### config.mk
export PLATFORM = sky130hd
export DESIGN_NAME = sync_shift_unit
export DESIGN_NICKNAME = d
export VERILOG_FILES = /design/src/rtl/sss_pkg.sv /design/src/rtl/sss_baud_gen.sv /design/src/rtl/sss_edge_sync.sv /design/src/rtl/sync_shift_unit.sv
export SDC_FILE = /design/constraint.sdc
export NUM_CORES = 1
export LEC_CHECK = 0
export BUFFER_PORTS_ARGS = -buffer_cell sky130_fd_sc_hd__buf_2
export CAP_MARGIN = 0
export CORE_MARGIN = 2
export CORE_UTILIZATION = 55
export DETAILED_ROUTE_END_ITERATION = 10
export GPL_ROUTABILITY_DRIVEN = 0
export PLACE_DENSITY = 0.8
export SYNTH_ARGS = -nofsm -noshare
export SYNTH_HDL_FRONTEND = slang
export SYNTH_SLANG_ARGS = --single-unit
### constraint.sdc
create_clock -name clk -period 3.5 [get_ports clk]
set_clock_uncertainty 0.2 [all_clocks]
set_input_delay 0.525 -clock clk [delete_from_list [all_inputs] [get_ports clk]]
set_output_delay 0.525 -clock clk [all_outputs]
set_load 0.02 [all_outputs]
### src/rtl/sss_pkg.sv
package sss_pkg;

    typedef enum logic [1:0] {
        ST_IDLE,
        ST_SHIFT,
        ST_HOLD,
        ST_EXT
    } sss_state_e;

    localparam logic [1:0] ADDR_CTRL = 2'd0;
    localparam logic [1:0] ADDR_DIV  = 2'd1;
    localparam logic [1:0] ADDR_DATA = 2'd2;
    localparam logic [1:0] ADDR_STAT = 2'd3;

    localparam int CTRL_W    = 6;
    localparam int CB_INT    = 0;
    localparam int CB_POL    = 1;
    localparam int CB_MSB    = 2;
    localparam int CB_IDLE   = 3;
    localparam int CB_PSC_LO = 4;

endpackage

### src/rtl/sss_baud_gen.sv
module sss_baud_gen #(
    parameter int DIV_W   = 8,
    parameter int PSC_MID = 8,
    parameter int PSC_HI  = 32,
    localparam int PSC_W  = $clog2(PSC_HI)
) (
    input  logic             clk,
    input  logic             rst_n,
    input  logic             run,
    input  logic             clr,
    input  logic [1:0]       psc_sel,
    input  logic [DIV_W-1:0] divisor,
    output logic             half_tick
);

    logic [PSC_W-1:0] psc_cnt_q;
    logic [PSC_W-1:0] psc_last;
    logic [DIV_W-1:0] div_cnt_q;
    logic             pre_tick;

    always_comb begin
        case (psc_sel)
            2'd0:    psc_last = '0;
            2'd1:    psc_last = PSC_W'(PSC_MID - 1);
            default: psc_last = PSC_W'(PSC_HI - 1);
        endcase
    end

    assign pre_tick  = (psc_cnt_q == psc_last);
    assign half_tick = run && pre_tick && (div_cnt_q == divisor);

    always_ff @(posedge clk or negedge rst_n) begin
        if (!rst_n) begin
            psc_cnt_q <= '0;
            div_cnt_q <= '0;
        end else if (!run || clr) begin
            psc_cnt_q <= '0;
            div_cnt_q <= '0;
        end else if (pre_tick) begin
            psc_cnt_q <= '0;
            div_cnt_q <= (div_cnt_q == divisor) ? '0 : div_cnt_q + 1'b1;
        end else begin
            psc_cnt_q <= psc_cnt_q + 1'b1;
        end
    end

endmodule

### src/rtl/sss_edge_sync.sv
module sss_edge_sync #(
    parameter int STAGES = 2
) (
    input  logic clk,
    input  logic rst_n,
    input  logic pin,
    output logic rise,
    output logic fall
);

    logic [STAGES:0] chain_q;

    always_ff @(posedge clk or negedge rst_n) begin
        if (!rst_n) chain_q <= '0;
        else        chain_q <= {chain_q[STAGES-1:0], pin};
    end

    assign rise =  chain_q[STAGES-1] & ~chain_q[STAGES];
    assign fall = ~chain_q[STAGES-1] &  chain_q[STAGES];

endmodule

### src/rtl/sync_shift_unit.sv
module sync_shift_unit
    import sss_pkg::*;
#(
    parameter int DATA_W      = 8,
    parameter int DIV_W       = 8,
    parameter int SYNC_STAGES = 2,
    localparam int CNT_W      = $clog2(2 * DATA_W)
) (
    input  logic              clk,
    input  logic              rst_n,
    input  logic              wr_en,
    input  logic [1:0]        wr_addr,
    input  logic [DATA_W-1:0] wr_data,
    input  logic [1:0]        rd_addr,
    output logic [DATA_W-1:0] rd_data,
    input  logic              sclk_in,
    output logic              sclk_out,
    output logic              sclk_oe,
    input  logic              sdi,
    output logic              sdo,
    output logic              sdo_oe,
    output logic              irq
);

    sss_state_e        state_q, state_d;
    logic [CTRL_W-1:0] ctrl_q;
    logic [DIV_W-1:0]  div_q;
    logic [DATA_W-1:0] shreg_q;
    logic [CNT_W-1:0]  edge_cnt_q;
    logic              sdo_q;
    logic              sclk_q;
    logic              ovr_q;
    logic              irq_q;

    logic c_int, c_pol, c_msb, c_idle;
    logic [1:0] c_psc;
    assign c_int  = ctrl_q[CB_INT];
    assign c_pol  = ctrl_q[CB_POL];
    assign c_msb  = ctrl_q[CB_MSB];
    assign c_idle = ctrl_q[CB_IDLE];
    assign c_psc  = ctrl_q[CB_PSC_LO +: 2];

    logic data_wr, active, start, ovr_set;
    logic half_tick, run, ext_rise, ext_fall;
    logic int_edge, launch_int, sample_int, last_int;
    logic launch_ext, sample_ext, last_ext;
    logic do_sample, do_launch;

    assign data_wr = wr_en && (wr_addr == ADDR_DATA);
    assign active  = (state_q == ST_SHIFT) || (state_q == ST_EXT);
    assign start   = data_wr && !active;
    assign ovr_set = data_wr && active;
    assign run     = (state_q == ST_SHIFT) || (state_q == ST_HOLD);

    sss_baud_gen #(.DIV_W(DIV_W)) i_baud (
        .clk       (clk),
        .rst_n     (rst_n),
        .run       (run),
        .clr       (start),
        .psc_sel   (c_psc),
        .divisor   (div_q),
        .half_tick (half_tick)
    );

    sss_edge_sync #(.STAGES(SYNC_STAGES)) i_sync (
        .clk   (clk),
        .rst_n (rst_n),
        .pin   (sclk_in),
        .rise  (ext_rise),
        .fall  (ext_fall)
    );

    // Internal clock: even-numbered edges launch, odd-numbered edges sample.
    assign int_edge   = (state_q == ST_SHIFT) && half_tick;
    assign launch_int = int_edge && !edge_cnt_q[0];
    assign sample_int = int_edge &&  edge_cnt_q[0];
    assign last_int   = sample_int && (edge_cnt_q == CNT_W'(2 * DATA_W - 1));

    // External clock: edge roles set by polarity; sampling shifts in any state.
    assign launch_ext = !c_int && (c_pol ? ext_rise : ext_fall);
    assign sample_ext = !c_int && (c_pol ? ext_fall : ext_rise);
    assign last_ext   = (state_q == ST_EXT) && sample_ext &&
                        (edge_cnt_q == CNT_W'(DATA_W - 1));

    assign do_sample = sample_int || sample_ext;
    assign do_launch = launch_int || (launch_ext && (state_q == ST_EXT));

    function automatic logic first_bit(input logic [DATA_W-1:0] v, input logic msb);
        return msb ? v[DATA_W-1] : v[0];
    endfunction

    function automatic logic [DATA_W-1:0] shift_in(input logic [DATA_W-1:0] v,
                                                   input logic msb, input logic b);
        return msb ? {v[DATA_W-2:0], b} : {b, v[DATA_W-1:1]};
    endfunction

    // State register
    always_ff @(posedge clk or negedge rst_n) begin
        if (!rst_n) state_q <= ST_IDLE;
        else        state_q <= state_d;
    end

    // Next state
    always_comb begin
        state_d = state_q;
        unique case (state_q)
            ST_IDLE: begin
                if (start) state_d = c_int ? ST_SHIFT : ST_EXT;
            end
            ST_SHIFT: begin
                if (!c_int)        state_d = ST_IDLE;
                else if (last_int) state_d = ST_HOLD;
            end
            ST_HOLD: begin
                if (!c_int)         state_d = ST_IDLE;
                else if (start)     state_d = ST_SHIFT;
                else if (half_tick) state_d = ST_IDLE;
            end
            ST_EXT: begin
                if (c_int)         state_d = ST_IDLE;
                else if (last_ext) state_d = ST_IDLE;
            end
        endcase
    end

    // Datapath and register file
    always_ff @(posedge clk or negedge rst_n) begin
        if (!rst_n) begin
            ctrl_q     <= '0;
            div_q      <= '0;
            shreg_q    <= '0;
            edge_cnt_q <= '0;
            sdo_q      <= 1'b0;
            sclk_q     <= 1'b1;
            ovr_q      <= 1'b0;
            irq_q      <= 1'b0;
        end else begin
            irq_q <= last_int || last_ext;

            if (wr_en && wr_addr == ADDR_CTRL) ctrl_q <= wr_data[CTRL_W-1:0];
            if (wr_en && wr_addr == ADDR_DIV)  div_q  <= wr_data[DIV_W-1:0];

            if (wr_en && wr_addr == ADDR_STAT) ovr_q <= 1'b0;
            else if (ovr_set)                  ovr_q <= 1'b1;

            if (start) begin
                shreg_q    <= wr_data;
                sdo_q      <= first_bit(wr_data, c_msb);
                edge_cnt_q <= '0;
            end else begin
                if (do_sample) shreg_q <= shift_in(shreg_q, c_msb, sdi);
                if (do_launch) sdo_q   <= first_bit(shreg_q, c_msb);
                if (int_edge)
                    edge_cnt_q <= last_int ? '0 : edge_cnt_q + 1'b1;
                else if ((state_q == ST_EXT) && sample_ext)
                    edge_cnt_q <= last_ext ? '0 : edge_cnt_q + 1'b1;
            end

            if (int_edge)                 sclk_q <= ~sclk_q;
            else if (state_q != ST_SHIFT) sclk_q <= ~c_pol;
        end
    end

    // Outputs
    always_comb begin
        sclk_out = sclk_q;
        sclk_oe  = c_int;
        irq      = irq_q;
        if (c_int) begin
            sdo    = sdo_q;
            sdo_oe = ((state_q == ST_SHIFT) && (edge_cnt_q != '0)) ||
                     (state_q == ST_HOLD);
        end else begin
            sdo    = (state_q == ST_EXT) ? sdo_q : c_idle;
            sdo_oe = 1'b1;
        end
        unique case (rd_addr)
            ADDR_CTRL: rd_data = DATA_W'(ctrl_q);
            ADDR_DIV:  rd_data = DATA_W'(div_q);
            ADDR_DATA: rd_data = shreg_q;
            ADDR_STAT: rd_data = DATA_W'({ovr_q, active});
        endcase
    end

endmodule

==> results.md, run 1 <==
Status:
- The flow ran to the end, and the final reports show no timing, DRC or antenna violations.

Synth:
- The net count after synthesis is 293.
- The proportion of synthesized flip-flops having asynchronous set or reset is 1.00.
- The synthesis warning total is 0.
- Dividing the synthesized area by the synthesized cell count gives 10.5 µm².
- The sequential element share of the synthesized area is 0.429.
- Counting every instance in the synthesized netlist gives 267.
- Yosys mapped a number of flops with a built-in enable equal to 0.
- For this run, the leading register cell type out of synthesis is dfrtp_1.
- The mapped cell area is 2800 µm².
- Counting distinct cell types in the post-synthesis netlist gives 54.
- The register bit total from synthesis is 48.

Critical path:
- At the worst endpoint, the arrival time is 2.94 ns.
- Of all nets on the critical path, the largest fanout is 12.
- STA puts the critical path data required time at 3.48 ns.
- Grouping stages by cell kind, the critical path spends the most delay in simple AND/OR/NAND/NOR gates.
- The kind of end point of the critical path is a flop.
- The stage delay of the slowest cell on the critical path is 0.55 ns.
- The worst setup path is of the flop to flop kind.
- The worst setup path is launched from a flop.
- Among all stages on the critical path, the largest delay is contributed by or3_1.
- The worst register-to-register path has a depth of 8.
- The path length in cells of the critical path is 8.
- Walking the worst path, the cells encountered are inv_1 > ha_1 > or2_2 > or3_1 > and3_1 > a221oi_1 > o21ai_1 > mux2i_1.
- The combined buffer and inverter count along the critical path is 1.

Timing:
- Setup repair after global routing left no endpoint under its margin.
- The minimum clock period is 2.95 ns.
- The accumulated negative setup slack is 0 ns.
- The final-report hold violation count is 0.
- In the finished design, the share of the clock period the worst path needs comes to 0.844.
- The count of final max-slew check failures is 0.
- The highest attainable clock frequency is 339 MHz.
- Setup violations remaining at the end of the flow were counted as 0.
- For the pin with the worst max-slew slack, the measured transition is 1.05 ns.
- The tightest slew margin relative to the limit is 0.301.

Clock tree:
- The H-tree was split into 2 levels.
- The tree built by TritonCTS fans out to 48 sinks.
- Once the clock tree was built, the resizer swapped 0 gates to a different size.
- The cell sitting at the root of the clock tree is a clkbuf_8.
- After clock tree synthesis, the clock-pin slew on the worst setup and hold paths is 0.09 ns.
- At the later pin of the worst-skew pair, clock insertion delay measures 0.30 ns.
- Hold repair after CTS inserted 0 buffers.
- TritonCTS built the clock tree.
- The number of clock buffers added by TritonCTS is 5.
- The buffers inserted during post-CTS setup optimization is 0.
- The number of buffers on the longest clock path is 2.

Drt:
- The routed design has 6.35 mm of wire.
- The length of the first detailed-routing pass in iterations is 4.
- Across all layers, the routed design uses 2174 vias.
- The detail route stage leaves a number of antenna-violating nets equal to 0.
- For this run, design rule violations remaining after detail routing come to 0.
- The final routed wire length divided by cell count is 17.1 µm.
- The first-iteration detailed-routing DRC count is 179.
- Using the TritonRoute via totals, the vias-per-cell ratio works out to 5.86.

Pwr:
- The leakage power figure is 1.45 nW.
- The design draws 2.07 mW.
- The worst-case IR drop observed on VDD is 0.000341 V.
- The power density relative to cell area is 655 nW/µm².
- The share of total power dissipated in combinational logic is 0.390.
- Of the total power, the clock network draws 0.191.
- Of the total power, registers draw 0.419.
- The analysis attributes to net switching a power of 0.781 mW.
- The internal power consumption is 1.28 mW.
- The switching part of the total power is 0.378.

Layout:
- In the layout the commonest cells are dfrtp_1, buf_2, nor2_1.
- The share of layout cells above drive strength 1 is 0.250.
- After the last flow step, the layout net total stands at 329.
- The number of fillers in the final layout is 423.
- The area growth from synthesis to layout is 12.6%.
- Leaving out fill and tap cells, the most frequent cell in the layout is dfrtp_1.
- The post-route cell area is 3150 µm².
- The count of antenna diodes in the layout is 0.

Flow run:
- Max-cap violations in this run came to 0.

Global routing:
- After global routing the overflow that remains totals 0.
- The via count of the first global-routing pass is 2071.
- The first-pass GRT wire length is 10.3 mm.
- The initial antenna violation count is 0.
- Entering global routing, the biggest net connects 49 pins.
- The aggregate global-route resource usage is 0.247.

Die:
- The floorplan step defined a die boundary enclosing 5680 µm².
- The initial utilization of the core area, before any placement, comes to 0.582.
- In this run the count of I/O pins placed on the die edge is 30.
- The die boundary width is 75.4 µm.
- The core footprint is 4820 µm².
- The die outline height is 75.4 µm.
- The number of placement rows is 25.

Place:
- The post-place instance area is 3050 µm².
- Detailed placement ended at an HPWL of 4.72 mm.
- In this run the tool buffered the top-level ports with 29 buffer cells.

Hold path:
- The path class of the tightest hold or removal check is primary input to flop.
- Counting instances, the worst hold path has a depth of 1.
[Yosys cell counts, types with 2 or more instances]
cell,n,area share
or4_1,2,0.0054
nand2b_1,2,0.0045
and3_1,3,0.0067
a22o_1,2,0.0063
o31ai_1,2,0.0054
xnor2_1,3,0.0094
inv_1,7,0.0094
nand3_1,9,0.016
a22oi_1,3,0.0080
nor3_1,2,0.0036
nor2b_1,3,0.0067
xor2_1,11,0.034
o2111ai_1,2,0.0063
mux2_2,16,0.064
mux4_2,3,0.024
nor4_1,3,0.0067
dfrtp_1,47,0.42
mux2i_1,15,0.054
mux2_4,8,0.043
ha_1,9,0.040
clkbuf_1,4,0.0054
nand4_1,2,0.0045
a21oi_1,8,0.014
a31oi_1,3,0.0067
nand2_1,26,0.035
o21ai_0,15,0.027
or2_2,2,0.0045
nand3b_1,3,0.0080
nor2_1,27,0.036
[power groups by stage]
stage / clock [mW] / combinational, mW / sequential [mW]
finish: 0.395 / 0.806 / 0.865
global placement: 0 / 0.779 / 0.861
floorplan: 0 / 0.621 / 0.819
detailed placement: 0 / 0.804 / 0.872
global route: 0.425 / 0.888 / 0.887
CTS: 0.403 / 0.808 / 0.862
[metal layers]
metal,up-vias,GRT usage,share of wire
met5,-,0,0
met4,0,0.0897,0.019
met3,9,0.0476,0.053
met2,62,0.383,0.48
met1,1062,0.347,0.45
li1,1041,-,-
[sequential cells by signal, summed over array words and instances (netlist names)]
name,cells
shreg_q,8
i_baud.div_cnt_q,8
state_q,2
div_q,8
i_sync.chain_q,3
ovr_q,1
edge_cnt_q,4
ctrl_q,6
irq,1
sclk_out,1
sdo_q,1
i_baud.psc_cnt_q,5
[worst reg2reg max path, cell delays in order (launching register included)]
cell,delay (ns)
dfrtp_1,0.38
inv_1,0.11
ha_1,0.26
or2_2,0.33
or3_1,0.55
and3_1,0.27
a221oi_1,0.44
o21ai_1,0.16
mux2i_1,0.15
[final cells by class]
cell class	instances	area (µm²)	area share
Multi-Input combinational cell	206	1540	0.489
Sequential cell	48	1200	0.381
Timing Repair Buffer	35	190	0.0603
Tap cell	67	83.8	0.0266
Clock buffer	6	72.6	0.0230
Clock inverter	2	35.0	0.0111
Inverter	7	26.3	0.00833
[path summary, 6_finish.rpt]
| check | slack, ns | start | endpoint |
|---|---|---|---|
| max in group asynchronous | 2.24 | rst_n | i_baud.div_cnt_q[6] |
| worst min register to register | 0.15 | i_sync.chain_q[0] | i_sync.chain_q[1] |
| worst max-delay path | 0.55 | state_q[1] | state_q[0] |
| worst max register to register | 0.55 | state_q[1] | state_q[0] |
| worst min-delay path | 0.14 | sclk_in | i_sync.chain_q[0] |
| min in group asynchronous | 0.20 | rst_n | i_sync.chain_q[0] |
[kinds of logic after synthesis]
group                    after synthesis  share of synthesized area
XOR/XNOR                              14                     0.0438
buffers and inverters                 13                     0.0201
multiplexers                          42                      0.185
flip-flops                            48                      0.429
adder cells (fa/ha/maj)                9                     0.0402
AO/OA/AOI/OAI                         50                      0.118
AND/OR/NAND/NOR                       91                      0.164
[stage by stage]
step | util | hold WS (ns) | cells | setup slack [ns]
finish | 0.655 | 0.142 | 371 | 0.546
global route | 0.655 | 0.122 | 371 | 0.378
detailed placement | 0.632 | 0.137 | 363 | 0.570
CTS | 0.655 | 0.132 | 371 | 0.561
floorplan | - | 0.0294 | 267 | 0.883
global placement | 0.632 | 0.137 | 363 | 0.665
Power figures use the tool's default switching activity.
==> run 2, diff against run 1 <==
Settings changed: ABC_AREA set to 1, CORE_UTILIZATION 55 to 53, PLACE_DENSITY 0.8 to 0.81.
Clock period 3.5 ns to 2.5 ns, I/O delays scaled along.
==> results.md, run 2 <==
Synth:
- The count of flip-flops with a built-in enable after synthesis is 0 (unchanged).
- The most numerous cell in the Yosys netlist is nand2_1 (was dfrtp_1).
- The top flip-flop cell by instance count after synthesis is dfrtp_1 (unchanged).
- The synthesis warning total is 0 (unchanged).
- The top cell type's share of synthesized area is 0.398 (was 0.420).
- The number of distinct library cells after synthesis came to 40 (was 54).
- The share of the synthesized netlist area taken by xor and xnor gates came to 0.0267 (was 0.0438).
- Dominant cells by area after synthesis: dfrtp_1, nand2_1, inv_1, o21ai_0, ha_1 (was dfrtp_1, mux2_2, mux2i_1, mux2_4, ha_1).
- The net count after synthesis is 414 (was 293).
- Most frequent cells after synthesis: nand2_1, inv_1, dfrtp_1 (was dfrtp_1, nor2_1, nand2_1).
- The dominant combinational cell family by area after synthesis is simple AND/OR/NAND/NOR gates (was multiplexers).
- The share of synthesized cell area in and, or, nand and nor gates is 0.271 (was 0.164).
- The cell count after synthesis is 388 (was 267).
- The proportion of synthesized flip-flops having asynchronous set or reset was 1.00 (unchanged).
- The synthesized-area fraction occupied by ao, oa, aoi and oai cells came to 0.159 (was 0.118).
- The share of cell area taken by muxes after synthesis is 0 (was 0.185).
- The sequential element share of the synthesized area is 0.407 (was 0.429).
- The adder-cell area share of the yosys netlist is 0.0381 (was 0.0402).
- The average size of a mapped cell was 7.62 µm² (was 10.5 µm²).
- The register bit total from synthesis is 48 (unchanged).
- The mapped cell area is 2960 µm² (was 2800 µm²).
- The cell type contributing the most total cell area after synthesis is dfrtp_1 (unchanged).

Drt:
- The average vias per placed instance is 5.35 (was 5.86).
- The total detailed-routing wirelength was 6.48 mm (was 6.35 mm).
- The final routed wire length divided by cell count came to 13.2 µm (was 17.1 µm).
- The vias after detailed routing is 2637 (was 2174).
- The final routed DRC violation total was 0 (unchanged).
- The post-route antenna net violation count is 0 (unchanged).
- The first-iteration detailed-routing DRC count is 212 (was 179).
- The length of the first detailed-routing pass in iterations is 4 (unchanged).

Place:
- The count of input and output buffers came to 29 (unchanged).
- The HPWL reported at the end of detailed placement came to 4.99 mm (was 4.72 mm).
- The post-place instance area is 3160 µm² (was 3050 µm²).

Timing:
- The tightest slew margin relative to the limit is 0.577 (was 0.301).
- The count of final max-slew check failures is 0 (unchanged).
- The transition time at the pin with the least slew margin is 0.635 ns (was 1.05 ns).
- The final-report hold violation count was 0 (unchanged).
- Unrepaired setup endpoints after global routing: false (unchanged).
- The accumulated negative setup slack is 0 ns (unchanged).
- The setup violation total in the final timing report is 0 (unchanged).
- The minimum clock period is 2.27 ns.
- Static timing analysis puts the maximum clock frequency at 440 MHz.
- The portion of the clock cycle consumed by the worst path in the final layout is 0.908.

Critical path:
- The data required time of the critical path was 1.92 ns (was 3.48 ns).
- The kind of end point of the critical path is an output port (was flop).
- The startpoint-to-endpoint class of the critical path is flop to output port (was flop to flop).
- The largest fanout of any net on the critical path came to 6 (was 12).
- The data arrival time of the worst path is 1.70 ns (was 2.94 ns).
- The type of element launching the critical path is a flop (unchanged).

Global routing:
- The first-pass GRT wire length was 11.3 mm (was 10.3 mm).
- The via count of the first global-routing pass is 2493 (was 2071).
- The global-route congestion overflow total is 0 (unchanged).
- The largest net degree at the start of global routing is 23 (was 49).
- The aggregate global-route resource usage came to 0.231 (was 0.247).
- The initial antenna violation count was 0 (unchanged).

Layout:
- The post-route cell area is 3290 µm² (was 3150 µm²).
- The commonest non-fill, non-tap cell in the layout is nand2_1 (was dfrtp_1).
- Largest registers: div_q x8, i_baud.div_cnt_q x8, shreg_q x8 (unchanged).
- The area growth from synthesis to layout is 11.4% (was 12.6%).
- Leading cell types in the layout, fill and taps excluded: nand2_1, inv_1, dfrtp_1 (was dfrtp_1, buf_2, nor2_1).
- The share of layout cells above drive strength 1 came to 0.169 (was 0.250).
- The number of fillers in the final layout came to 453 (was 423).
- The number of nets at the end of the flow came to 446 (was 329).
- The count of antenna diodes in the layout is 0 (unchanged).
- The share of the core filled with cells is 0.605 (was 0.655).

Hold path:
- The worst min-delay path category was flop to flop (was primary input to flop).

Clock tree:
- The number of buffers added to fix hold violations after cts is 2 (was 0).
- The number of sinks on the clock net is 48 (unchanged).
- The buffers inserted during post-CTS setup optimization is 0 (unchanged).
- The number of buffers on the longest clock path is 2 (unchanged).
- The clock latency of the later-clocked register in the worst-skew pair came to 0.30 ns (about the same).
- The maximum level of the CTS H-tree was 2 (unchanged).
- The clock slew seen by the registers of the worst setup and hold paths was 0.09 ns (about the same).
- The number of CTS-inserted buffers was 5 (unchanged).
- The number of cells upsized or downsized after cts is 0 (unchanged).
- The buffer type at the clock tree root is clkbuf_8 (unchanged).
- The CTS tree is done (unchanged).

Pwr:
- The leakage power figure came to 1.68 nW (was 1.45 nW).
- The maximum ir drop on the vdd rail is 0.000573 V (was 0.000341 V).
- The power density relative to cell area is 901 nW/µm² (was 655 nW/µm²).

Die:
- The core footprint is 5440 µm² (was 4820 µm²).
- The die outline height is 78.7 µm (was 75.4 µm).
- The I/O pin count is 30 (unchanged).
- The initial standard-cell utilization of the core came to 0.543 (was 0.582).
- The area of the die is 6190 µm² (was 5680 µm²).
- The number of placement rows is 27 (was 25).
- The die boundary width came to 78.7 µm (was 75.4 µm).

Status:
- Outcome: finished clean (unchanged).

Flow run:
- The total of max-cap violations is 0 (unchanged).
-- run 2: cell count changes after synthesis, sizes merged, moves of 5 or more --
cell	previous run	this run
nand2	26	111
inv	7	62
o21ai	16	44
mux2	24	0
mux2i	15	0
nand3	9	20
o211ai	1	11
xor2	11	6
-- run 2: power breakdown --
group | switching [mW] | internal (mW) | leakage (nW) | total (mW)
combinational | 0.814 | 0.442 | 1.01 | 1.26
clock | 0.254 | 0.297 | 0.0552 | 0.551
sequential | 0.190 | 0.969 | 0.616 | 1.16
-- run 2: cells by family (layout without fill, tap and decap cells) --
kind of cell,after synthesis,count (layout)
flip-flops,48,48
AND/OR/NAND/NOR,170,170
adder cells (fa/ha/maj),9,9
AO/OA/AOI/OAI,80,80
buffers and inverters,72,105
XOR/XNOR,9,9
-- run 2: final timing paths --
| check | slack, ns | start | cells past startpoint | endpoint |
|---|---|---|---|---|
| worst min-delay path | 0.16 | i_sync.chain_q[0] | 0 | i_sync.chain_q[1] |
| worst min register to register | 0.16 | i_sync.chain_q[0] | 0 | i_sync.chain_q[1] |
| min in group asynchronous | 0.28 | rst_n | 2 | div_q[6] |
| worst max register to register | 0.34 | state_q[0] | 9 | i_baud.div_cnt_q[7] |
| max in group asynchronous | 1.21 | rst_n | 3 | sclk_out |
| worst max-delay path | 0.23 | state_q[0] | 6 | rd_data[0] |
-- run 2: area by class of cell --
type,instances,area (µm²),share of cell area
clock buffer,6,72.6,0.0220
timing repair buffer,35,195,0.0593
sequential,48,1200,0.365
multi-input combinational,268,1460,0.445
inverter,62,233,0.0707
clock inverter,2,35.0,0.0106
tap,72,90.1,0.0274
-- run 2: metal layers --
metal,wire length [µm],GRT usage
met5,0,0
met4,73,0.0702
met3,231,0.0391
met2,3180,0.380
met1,2990,0.312
-- run 2: critical path: stages, from the launching register on --
cell and delay (ns):
dfrtp_1 0.42, ha_1 0.30, nor2_2 0.24, inv_1 0.09, nand3_1 0.08, o2111ai_1 0.09, buf_2 0.17
-- run 2: through the flow --
stage	power, mW	cells	worst slack (ns)	hold slack (ns)
final	2.97	493	0.229	0.157
after global routing	3.23	493	0.0930	0.174
after CTS	2.98	493	0.214	0.163
after detailed placement	2.42	483	0.379	0.0725
after global placement	2.38	483	0.526	0.0652
after floorplan	2.12	388	0.547	-0.121
==> run 3, diff against run 2 <==
Settings changed: CORE_UTILIZATION 53 to 54, PLACE_DENSITY 0.81 to 0.82, SYNTH_HIERARCHICAL set to 1.
==> results.md, run 3 <==
Critical path:
- The kind of end point of the critical path was an output port (unchanged).
- The type of element launching the critical path is a flop (unchanged).
- The startpoint-to-endpoint class of the critical path is flop to output port (unchanged).
- The data required time of the critical path is 1.92 ns (about the same).
- The number of cell instances on the worst register-to-register path was 16 (was 9).
- The data arrival time of the worst path is 1.68 ns (was 1.70 ns).
- The largest fanout of any net on the critical path was 5 (was 6).

Drt:
- The final routed DRC violation total is 0 (unchanged).
- The final routed wire length divided by cell count came to 13.2 µm (about the same).
- The length of the first detailed-routing pass in iterations is 4 (unchanged).
- The first-iteration detailed-routing DRC count was 187 (was 212).
- The average vias per placed instance is 5.28 (was 5.35).
- The vias after detailed routing is 2881 (was 2637).
- The post-route antenna net violation count is 0 (unchanged).
- The total detailed-routing wirelength is 7.21 mm (was 6.48 mm).

Die:
- The initial standard-cell utilization of the core was 0.565 (was 0.543).
- The die boundary width is 80.1 µm (was 78.7 µm).
- The core footprint is 5540 µm² (was 5440 µm²).
- The number of placement rows is 27 (unchanged).
- The die outline height is 80.1 µm (was 78.7 µm).
- The area of the die came to 6420 µm² (was 6190 µm²).
- The I/O pin count is 30 (unchanged).

Layout:
- The share of the core filled with cells is 0.629 (was 0.605).
- Largest registers: div_q x8, i_baud/div_cnt_q x8, shreg_q x8 (was div_q x8, i_baud.div_cnt_q x8, shreg_q x8).
- The post-route non-filler standard cell count came to 546 (was 493).
- The count of antenna diodes in the layout was 0 (unchanged).
- The area growth from synthesis to layout was 11.3% (was 11.4%).
- The commonest non-fill, non-tap cell in the layout is nand2_1 (unchanged).
- Leading cell types in the layout, fill and taps excluded: nand2_1, inv_1, dfrtp_1 (unchanged).
- The number of nets at the end of the flow is 499 (was 446).
- The share of layout cells above drive strength 1 is 0.167 (was 0.169).
- The number of fillers in the final layout is 510 (was 453).

Global routing:
- The first-pass GRT wire length is 12.1 mm (was 11.3 mm).
- The via count of the first global-routing pass is 2695 (was 2493).
- The global-route congestion overflow total came to 0 (unchanged).
- The initial antenna violation count is 0 (unchanged).
- The largest net degree at the start of global routing came to 24 (was 23).
- The aggregate global-route resource usage is 0.241 (was 0.231).

Timing:
- The highest attainable clock frequency is 442 MHz (was 440 MHz).
- The transition time at the pin with the least slew margin came to 0.563 ns (was 0.635 ns).
- The final-report hold violation count is 0 (unchanged).
- The count of final max-slew check failures is 0 (unchanged).
- The worst hold-check slack is 0.130 ns (was 0.157 ns).
- The setup violation total in the final timing report is 0 (unchanged).
- The tightest slew margin relative to the limit came to 0.623 (was 0.577).
- The accumulated negative setup slack was 0 ns (unchanged).
- The portion of the clock cycle consumed by the worst path in the final layout is 0.904 (was 0.908).
- The minimum clock period was 2.26 ns (was 2.27 ns).
- Unrepaired setup endpoints after global routing: false (unchanged).

Synth:
- The sequential element share of the synthesized area is 0.384 (was 0.407).
- The synthesis warning total is 6 (was 0).
- The cell count after synthesis is 440 (was 388).
- The cell type contributing the most total cell area after synthesis was dfrtp_1 (unchanged).
- The average size of a mapped cell came to 7.11 µm² (was 7.62 µm²).
- The most numerous cell in the Yosys netlist is nand2_1 (unchanged).
- The count of flip-flops with a built-in enable after synthesis came to 0 (unchanged).
- Dominant cells by area after synthesis: dfrtp_1, nand2_1, inv_1, o21ai_0, ha_1 (unchanged).
- The top flip-flop cell by instance count after synthesis is dfrtp_1 (unchanged).
- The top cell type's share of synthesized area was 0.376 (was 0.398).
- The register bit total from synthesis was 48 (unchanged).
- The net count after synthesis is 466 (was 414).
- Most frequent cells after synthesis: nand2_1, inv_1, dfrtp_1 (unchanged).
- The proportion of synthesized flip-flops having asynchronous set or reset is 1.00 (unchanged).
- The mapped cell area is 3130 µm² (was 2960 µm²).
- The number of distinct library cells after synthesis is 32 (was 40).

Clock tree:
- The maximum level of the CTS H-tree was 2 (unchanged).
- The number of buffers on the longest clock path is 2 (unchanged).
- The number of CTS-inserted buffers is 5 (unchanged).
- The clock slew seen by the registers of the worst setup and hold paths is 0.09 ns (about the same).
- The buffer type at the clock tree root is clkbuf_8 (unchanged).
- The number of sinks on the clock net is 48 (unchanged).
- The clock latency of the later-clocked register in the worst-skew pair is 0.31 ns (was 0.30 ns).
- The CTS tree is done (unchanged).

Place:
- The cell count after placement is 536 (was 483).
- The HPWL reported at the end of detailed placement is 5.41 mm (was 4.99 mm).
- The count of input and output buffers is 29 (unchanged).

Hold path:
- The worst min-delay path category is primary input to flop (was flop to flop).
- The cell depth of the worst hold path came to 2 (was 0).

Pwr:
- The leakage power figure is 1.82 nW (was 1.68 nW).
- The power consumption was 3.10 mW (was 2.97 mW).
- The power density relative to cell area came to 890 nW/µm² (was 901 nW/µm²).
- The maximum ir drop on the vdd rail was 0.000650 V (was 0.000573 V).

Status:
- Outcome: finished clean (unchanged).

Flow run:
- The total of max-cap violations is 0 (unchanged).
==> run 3: worst max-delay path, cell delays in order (launching register included) <==
cell and delay [ns]:
dfrtp_1 0.42, inv_1 0.11, ha_1 0.26, inv_1 0.10, nand2_1 0.10, nand3_1 0.08
o2111ai_1 0.10, buf_2 0.21
==> run 3: logic make-up (layout without fill, tap and decap cells) <==
logic type,count (synthesis),count (layout),synth area share
buffers and inverters,74,108,0.0968
adders and majority gates,9,9,0.0360
and+or+nand+nor,235,235,0.336
DFF,48,48,0.384
AOI/OAI and AO/OA,65,65,0.122
xor gates and xnor gates,9,9,0.0252
==> run 3: report_power, final <==
group	internal (mW)	switching [mW]	total, mW
sequential	0.972	0.196	1.17
clock	0.301	0.276	0.577
combinational	0.462	0.892	1.35
==> run 3: final cells by class <==
| type | instances | area, µm² | share of cell area |
|---|---|---|---|
| tap | 72 | 90.1 | 0.0259 |
| clock inverter | 3 | 46.3 | 0.0133 |
| clock buffer | 5 | 68.8 | 0.0198 |
| inverter | 66 | 253 | 0.0726 |
| sequential | 48 | 1200 | 0.345 |
| multi-input combinational | 318 | 1630 | 0.469 |
| timing repair buffer | 34 | 188 | 0.0539 |
==> run 3: worst paths after layout <==
| kind | startpoint | endpoint | slack [ns] |
|---|---|---|---|
| worst max-delay path | state_q[1] | rd_data[0] | 0.24 |
| worst min-delay path | wr_addr[0] | ovr_q | 0.13 |
| worst max register to register | i_baud/div_cnt_q[5] | state_q[0] | 0.26 |
| worst min register to register | i_sync/chain_q[0] | i_sync/chain_q[1] | 0.15 |
| max in group asynchronous | rst_n | sclk_out | 1.12 |
| min in group asynchronous | rst_n | i_baud/div_cnt_q[7] | 0.34 |
==> run 3: per-stage QoR <==
stage	setup slack (ns)	cell area (µm²)
6_report	0.240	3480
5_1_grt	0.0112	3480
4_1_cts	0.185	3470
3_5_place_dp	0.219	3340
3_3_place_gp	0.297	3340
2_1_floorplan	0.478	3130
==> run 3: metal layers <==
| metal | part of all wire | track usage |
|---|---|---|
| met1 | 0.45 | 0.311 |
| met2 | 0.49 | 0.416 |
| met3 | 0.042 | 0.0393 |
| met4 | 0.010 | 0.0678 |
| met5 | 0 | 0 |
==> run 3: timing repair <==
item                                    4_1_cts  5_1_grt
endpoints found under the setup margin        0        3
endpoints found under the hold margin        18        0
setup buffers                                 0        0
hold buffers                                  2        0
resized for setup                             0        3
